[config.mk]
export PLATFORM = sky130hd
export DESIGN_NAME = irqc_top
export DESIGN_NICKNAME = d
export VERILOG_FILES = /design/src/rtl/irqc_pkg.sv /design/src/rtl/irqc_edge_sync.sv /design/src/rtl/irqc_regs.sv /design/src/rtl/irqc_arbiter.sv /design/src/rtl/irqc_top.sv
export SDC_FILE = /design/constraint.sdc
export NUM_CORES = 1
export LEC_CHECK = 0
export BUFFER_PORTS_ARGS = -buffer_cell sky130_fd_sc_hd__buf_2
export CORE_ASPECT_RATIO = 0.5
export CORE_UTILIZATION = 52
export CTS_BUF_LIST = sky130_fd_sc_hd__clkbuf_8 sky130_fd_sc_hd__clkbuf_16
export CTS_CLUSTER_SIZE = 40
export DETAILED_ROUTE_END_ITERATION = 12
export HOLD_SLACK_MARGIN = 0.15
export PLACE_DENSITY_LB_ADDON = 0.1
export SLEW_MARGIN = 5
export SYNTH_ARGS = -nofsm -noshare
export SYNTH_HDL_FRONTEND = slang
export SYNTH_HIERARCHICAL = 1
export SYNTH_SLANG_ARGS = --single-unit
export TNS_END_PERCENT = 100
[constraint.sdc]
create_clock -name clk -period 2.1 [get_ports clk]
set_input_delay 0.21 -clock clk [delete_from_list [all_inputs] [get_ports clk]]
set_output_delay 0.21 -clock clk [all_outputs]
set_load 0.1 [all_outputs]
[src/rtl/irqc_pkg.sv]
package irqc_pkg;
  localparam int NSRC = 8;
  localparam int IDW  = $clog2(NSRC);
  localparam int AW   = 16;
  typedef logic [IDW-1:0] src_id_t;

  localparam logic [AW-1:0] A_EN_LO = 16'h00CC;
  localparam logic [AW-1:0] A_RQ_LO = 16'h00CD;
  localparam logic [AW-1:0] A_EN_HI = 16'h00CE;
  localparam logic [AW-1:0] A_RQ_HI = 16'h00CF;

  localparam logic [15:0] VEC_RST  = 16'hFFFF;
  localparam logic [15:0] VEC_BRK  = 16'hFFDF;
  localparam logic [15:0] VEC_NONE = 16'h0000;

  // Position of source i inside the 16-bit {high, low} register pair.
  function automatic logic [3:0] pos16(input int i);
    return (i < 6) ? 4'(15 - i) : 4'(13 - i);
  endfunction

  // High vector address of a maskable source.
  function automatic logic [15:0] vec_of(input src_id_t id);
    case (id)
      3'd0:    return 16'hFFFB;
      3'd1:    return 16'hFFF9;
      3'd2:    return 16'hFFF7;
      3'd3:    return 16'hFFF3;
      3'd4:    return 16'hFFF1;
      3'd5:    return 16'hFFEF;
      3'd6:    return 16'hFFE9;
      default: return 16'hFFE7;
    endcase
  endfunction
endpackage

[src/rtl/irqc_edge_sync.sv]
module irqc_edge_sync #(
  parameter int N = 8
) (
  input  logic         clk,
  input  logic         rst_n,
  input  logic [N-1:0] async_i,
  output logic [N-1:0] rise_o
);
  for (genvar g = 0; g < N; g++) begin : g_sync
    logic s1, s2, s3;
    always_ff @(posedge clk or negedge rst_n) begin
      if (!rst_n) begin
        s1 <= 1'b0;
        s2 <= 1'b0;
        s3 <= 1'b0;
      end else begin
        s1 <= async_i[g];
        s2 <= s1;
        s3 <= s2;
      end
    end
    assign rise_o[g] = s2 & ~s3;
  end
endmodule

[src/rtl/irqc_regs.sv]
module irqc_regs
  import irqc_pkg::*;
(
  input  logic            clk,
  input  logic            rst_n,
  input  logic [AW-1:0]   addr_i,
  input  logic            wr_i,
  input  logic [7:0]      wdata_i,
  input  logic [NSRC-1:0] set_i,
  input  logic [NSRC-1:0] clr_i,
  output logic [7:0]      rdata_o,
  output logic [NSRC-1:0] en_o,
  output logic [NSRC-1:0] req_o
);
  logic [NSRC-1:0] en_q, req_q, en_n, req_n;
  logic [15:0]     en16, rq16;

  always_comb begin
    en_n  = en_q;
    req_n = req_q & ~clr_i;
    if (wr_i) begin
      for (int i = 0; i < NSRC; i++) begin
        if (addr_i == ((i < 6) ? A_EN_HI : A_EN_LO)) en_n[i]  = wdata_i[pos16(i) % 8];
        if (addr_i == ((i < 6) ? A_RQ_HI : A_RQ_LO)) req_n[i] = wdata_i[pos16(i) % 8];
      end
    end
    req_n = req_n | set_i;   // a hardware edge wins over any clear
  end

  always_ff @(posedge clk or negedge rst_n) begin
    if (!rst_n) begin
      en_q  <= '0;
      req_q <= '0;
    end else begin
      en_q  <= en_n;
      req_q <= req_n;
    end
  end

  always_comb begin
    en16 = '0;
    rq16 = '0;
    for (int i = 0; i < NSRC; i++) begin
      en16[pos16(i)] = en_q[i];
      rq16[pos16(i)] = req_q[i];
    end
    case (addr_i)
      A_EN_LO: rdata_o = en16[7:0];
      A_RQ_LO: rdata_o = rq16[7:0];
      A_EN_HI: rdata_o = en16[15:8];
      A_RQ_HI: rdata_o = rq16[15:8];
      default: rdata_o = 8'h00;
    endcase
  end

  assign en_o  = en_q;
  assign req_o = req_q;
endmodule

[src/rtl/irqc_arbiter.sv]
module irqc_arbiter
  import irqc_pkg::*;
(
  input  logic            clk,
  input  logic            rst_n,
  input  logic [NSRC-1:0] req_i,
  input  logic [NSRC-1:0] en_i,
  input  logic            gie_i,
  input  logic            ack_i,
  output logic            vld_o,
  output src_id_t         id_o,
  output logic [NSRC-1:0] elig_o,
  output logic [NSRC-1:0] clr_o
);
  logic [NSRC-1:0] elig, taken, elig_m;
  logic            cur_vld, any, load;
  src_id_t         cur_id, pick;

  assign elig   = req_i & en_i & {NSRC{gie_i}};
  assign taken  = (cur_vld && ack_i) ? ({{(NSRC-1){1'b0}}, 1'b1} << cur_id) : '0;
  assign elig_m = elig & ~taken;
  assign any    = |elig_m;
  assign load   = !cur_vld || ack_i || !elig[cur_id];

  always_comb begin
    pick = '0;
    for (int i = NSRC - 1; i >= 0; i--) begin
      if (elig_m[i]) pick = src_id_t'(i);
    end
  end

  always_ff @(posedge clk or negedge rst_n) begin
    if (!rst_n) begin
      cur_vld <= 1'b0;
      cur_id  <= '0;
    end else if (load) begin
      cur_vld <= any;
      cur_id  <= pick;
    end
  end

  assign vld_o  = cur_vld;
  assign id_o   = cur_id;
  assign elig_o = elig;
  assign clr_o  = taken;
endmodule

[src/rtl/irqc_top.sv]
module irqc_top
  import irqc_pkg::*;
(
  input  logic          clk,
  input  logic          rst_n,
  input  logic [7:0]    src_i,
  input  logic          gie_i,
  input  logic          irq_ack_i,
  input  logic          brk_req_i,
  input  logic          rstvec_req_i,
  input  logic [15:0]   bus_addr_i,
  input  logic          bus_wr_i,
  input  logic [7:0]    bus_wdata_i,
  output logic [7:0]    bus_rdata_o,
  output logic          irq_o,
  output logic [15:0]   vec_hi_o,
  output logic [15:0]   vec_lo_o
);
  logic [NSRC-1:0] set_p, clr_p, en_q, req_q, elig;
  src_id_t         sel_id;

  irqc_edge_sync #(.N(NSRC)) u_sync (
    .clk(clk), .rst_n(rst_n), .async_i(src_i), .rise_o(set_p)
  );

  irqc_regs u_regs (
    .clk(clk), .rst_n(rst_n), .addr_i(bus_addr_i), .wr_i(bus_wr_i),
    .wdata_i(bus_wdata_i), .set_i(set_p), .clr_i(clr_p),
    .rdata_o(bus_rdata_o), .en_o(en_q), .req_o(req_q)
  );

  irqc_arbiter u_arb (
    .clk(clk), .rst_n(rst_n), .req_i(req_q), .en_i(en_q), .gie_i(gie_i),
    .ack_i(irq_ack_i), .vld_o(irq_o), .id_o(sel_id), .elig_o(elig), .clr_o(clr_p)
  );

  always_comb begin
    if (rstvec_req_i)   vec_hi_o = VEC_RST;
    else if (brk_req_i) vec_hi_o = VEC_BRK;
    else if (irq_o)     vec_hi_o = vec_of(sel_id);
    else                vec_hi_o = VEC_NONE;
  end
  assign vec_lo_o = {vec_hi_o[15:1], 1'b0};
endmodule

==> impl_metrics.csv <==
group,metric,value,unit
run_status,run_status,"finished clean",
worst_setup_path,critical_path.cell_chain,"buf_4, nand2b_1, o311ai_4, buf_12",
grt,antenna_found_initial,0,
grt,vias_in_the_first_global_route,2083,
power,power.switching,0.630,mW
power,ir_drop,0.499,mV
clock_network,cts.repair_timing.setup_buffer_count,0,
die,die_area,0.00538,mm2
power,power_frac_seq,0.479,
clock_network,clock_tree.buffer_depth,2,
job,cap_violations,0,
power,fin_total_pwr,1.85,mW
power,p_int,1.21,mW
clock_network,clock_sinks,44,
worst_setup_path,cp_data_required_time,1890,ps
route,route.detailed.drc,0,
worst_setup_path,timing.critical_path.max_delay_family,"flip-flops",
timing,setup_viol,0,
die,floorplan.rows,17,
hold_path,worst_hold_path.endpoint,"u_regs/en_o[2]",
cells_and_area,final-instance-count-excl-fill,378,
grt,overflow,0,
power,power_frac_comb,0.249,
die,die_width,103,um
worst_setup_path,rr_endpoint,"u_arb/vld_o",
worst_setup_path,worst-setup-path-type,"reg -> out",
cells_and_area,drive_gt1_frac,0.449,
placement,numPlacedInstances,363,
placement,portBuffers,74,
power,swShare,0.341,
worst_setup_path,worstPathArrival,1810,ps
clock_network,clk_pin_slew_worst_paths,80,ps
yosys,yosysWarnings,6,
timing,hold_slack,160,ps
die,boundaryPins,80,
timing,final_hold_viol_count,0,
grt,global_route.usage.total,0.261,
placement,post-dp-hpwl,4.55,mm
cells_and_area,commonest_cells_after_routing_fill_and_taps_aside,"sky130_fd_sc_hd__buf_2, sky130_fd_sc_hd__dfrtp_1, sky130_fd_sc_hd__buf_12, sky130_fd_sc_hd__buf_4, sky130_fd_sc_hd__nor2_1",
worst_setup_path,cp_slowest_stage_delay,580,ps
hold_path,hold_start,"bus_wdata_i[5]",
timing,timing.final.crit_period,2020,ps
worst_setup_path,setup.worst_path.end_class,"output port",
timing,grt_setup_unrepaired,"no",
hold_path,hold_crit_path_type,"in -> reg",
cells_and_area,multi_input_area,0.00135,mm2
timing,setup_total_negative_slack,0,ps
cells_and_area,filler_cell_count,330,
timing,fin_crit_sh,0.963,
timing,final.setup.worst_slack,77.0,ps
route,iteration_0_drc_count_of_the_detailed_router,93,
route,drt_wl_total,6.26,mm
yosys,post_synth.cell_area_avg,10.9,um2
clock_network,cts_root_buf,"sky130_fd_sc_hd__clkbuf_8",
worst_setup_path,register_to_register_path_depth,4,
cells_and_area,numnets_final,351,
die,core,0.00464,mm2
worst_setup_path,critical_path.n_buffers_inverters,2,
yosys,area_of_the_mapped_netlist,0.00264,mm2
power,power.clock.fraction,0.272,
clock_network,number_of_buffers_added_by_the_clock_tree_synthesis_step,5,
placement,placedInstanceArea,0.00326,mm2
placement,dp_worst_setup_slack,-80.3,ps
grt,grt_start_max_net_pins,34,
yosys,post_synth_inst_count,242,
grt,grt_pass1_wl,10.2,mm
cells_and_area,final_area,0.00342,mm2
worst_setup_path,worst_setup_path_start_kind,"flip-flop",
worst_setup_path,critical_path.reg2reg.startpoint,"u_arb/id_o[1]",
placement,routabilityCongestion,0.881,
cells_and_area,mostFrequentLayoutCell,"sky130_fd_sc_hd__buf_2",
route,detail_route.first_pass.iterations,4,
worst_setup_path,critical_path_peak_fanout,11,
die,dieHeight,52.4,um
route,route.detailed.vias_per_inst,5.63,
hold_path,worstHoldPathCells,2,
cells_and_area,antennaDiodeCount,0,
cells_and_area,final-seq-area,0.00111,mm2
cells_and_area,finalCoreUtilization,0.738,
route,route.detailed.wl_per_inst,16.6,um
die,start_util,0.569,
timing,timing.final.max_slew_violations,0,
clock_network,clock_latency,290,ps
clock_network,ctsHtreeMaxLevel,2,
worst_setup_path,critical-path-slowest-cell,"sky130_fd_sc_hd__dfrtp_1",
timing,worst_slew_margin_rel,0.537,
cells_and_area,area_growth_syn_to_layout,29.7,%
power,total_leakage_power,1.50,nW
route,ant_nets,0,
route,route.vias.total,2130,
clock_network,cts_tree,"yes",
power,power.density_cell_area,539,mW/mm2
timing,worstMarginPinSlew,695,ps
timing,clock_skew,3.83,ps
worst_setup_path,reg2reg_slack,210,ps
timing,maxClockFrequency,494,MHz
what timing repair did:
item,CTS,global route
endpoints found under the setup margin,8,0
gates resized for setup,1,0
hold buffers,9,0
endpoints found under the hold margin,40,0
state kept, by name, summed over array words and instances (netlist names):
register and cells:
u_regs/en_o 8, u_arb/id_o 3, u_sync/g_sync.s2 8, u_sync/g_sync.s1 8, u_arb/vld_o 1, u_sync/g_sync.s3 8
u_regs/req_o 8
routing by layer:
| metal | track usage | vias up | wire (um) |
|---|---|---|---|
| li1 | - | 1003 | - |
| met1 | 0.324 | 1008 | 2740 |
| met2 | 0.458 | 106 | 2980 |
| met3 | 0.0600 | 13 | 444 |
| met4 | 0.0810 | 0 | 102 |
| met5 | 0 | - | 0 |
how the worst max path moves through the flow:
stage / from / end / slack [ps] / cells after the start
global placement: bus_addr_i[8] / u_regs/en_o[7] / -50 / 5
global route: u_arb/id_o[1] / vec_hi_o[2] / 0.4 / 4
floorplan: u_arb/vld_o / vec_lo_o[3] / -870 / 3
finish: u_arb/id_o[1] / vec_hi_o[2] / 80 / 4
CTS: u_arb/id_o[1] / vec_hi_o[1] / 70 / 4
detailed placement: bus_addr_i[8] / u_regs/en_o[6] / -80 / 5
area by class of cell:
class,instances,area share
timing repair buffer,97,0.227
sequential,44,0.323
clock buffer,5,0.0201
multi-input combinational,158,0.395
tap,66,0.0241
inverter,6,0.00658
clock inverter,2,0.00366
power groups by stage:
stage          clock network, mW  logic, mW  registers, mW
3_3_place_gp                   0      0.443          0.899
3_5_place_dp                   0      0.447          0.900
4_1_cts                    0.515      0.460          0.883
5_1_grt                    0.546      0.480          0.886
6_report                   0.503      0.459          0.883
2_1_floorplan                  0      0.360          0.897
Note: power is estimated with default switching activity, not from simulation.
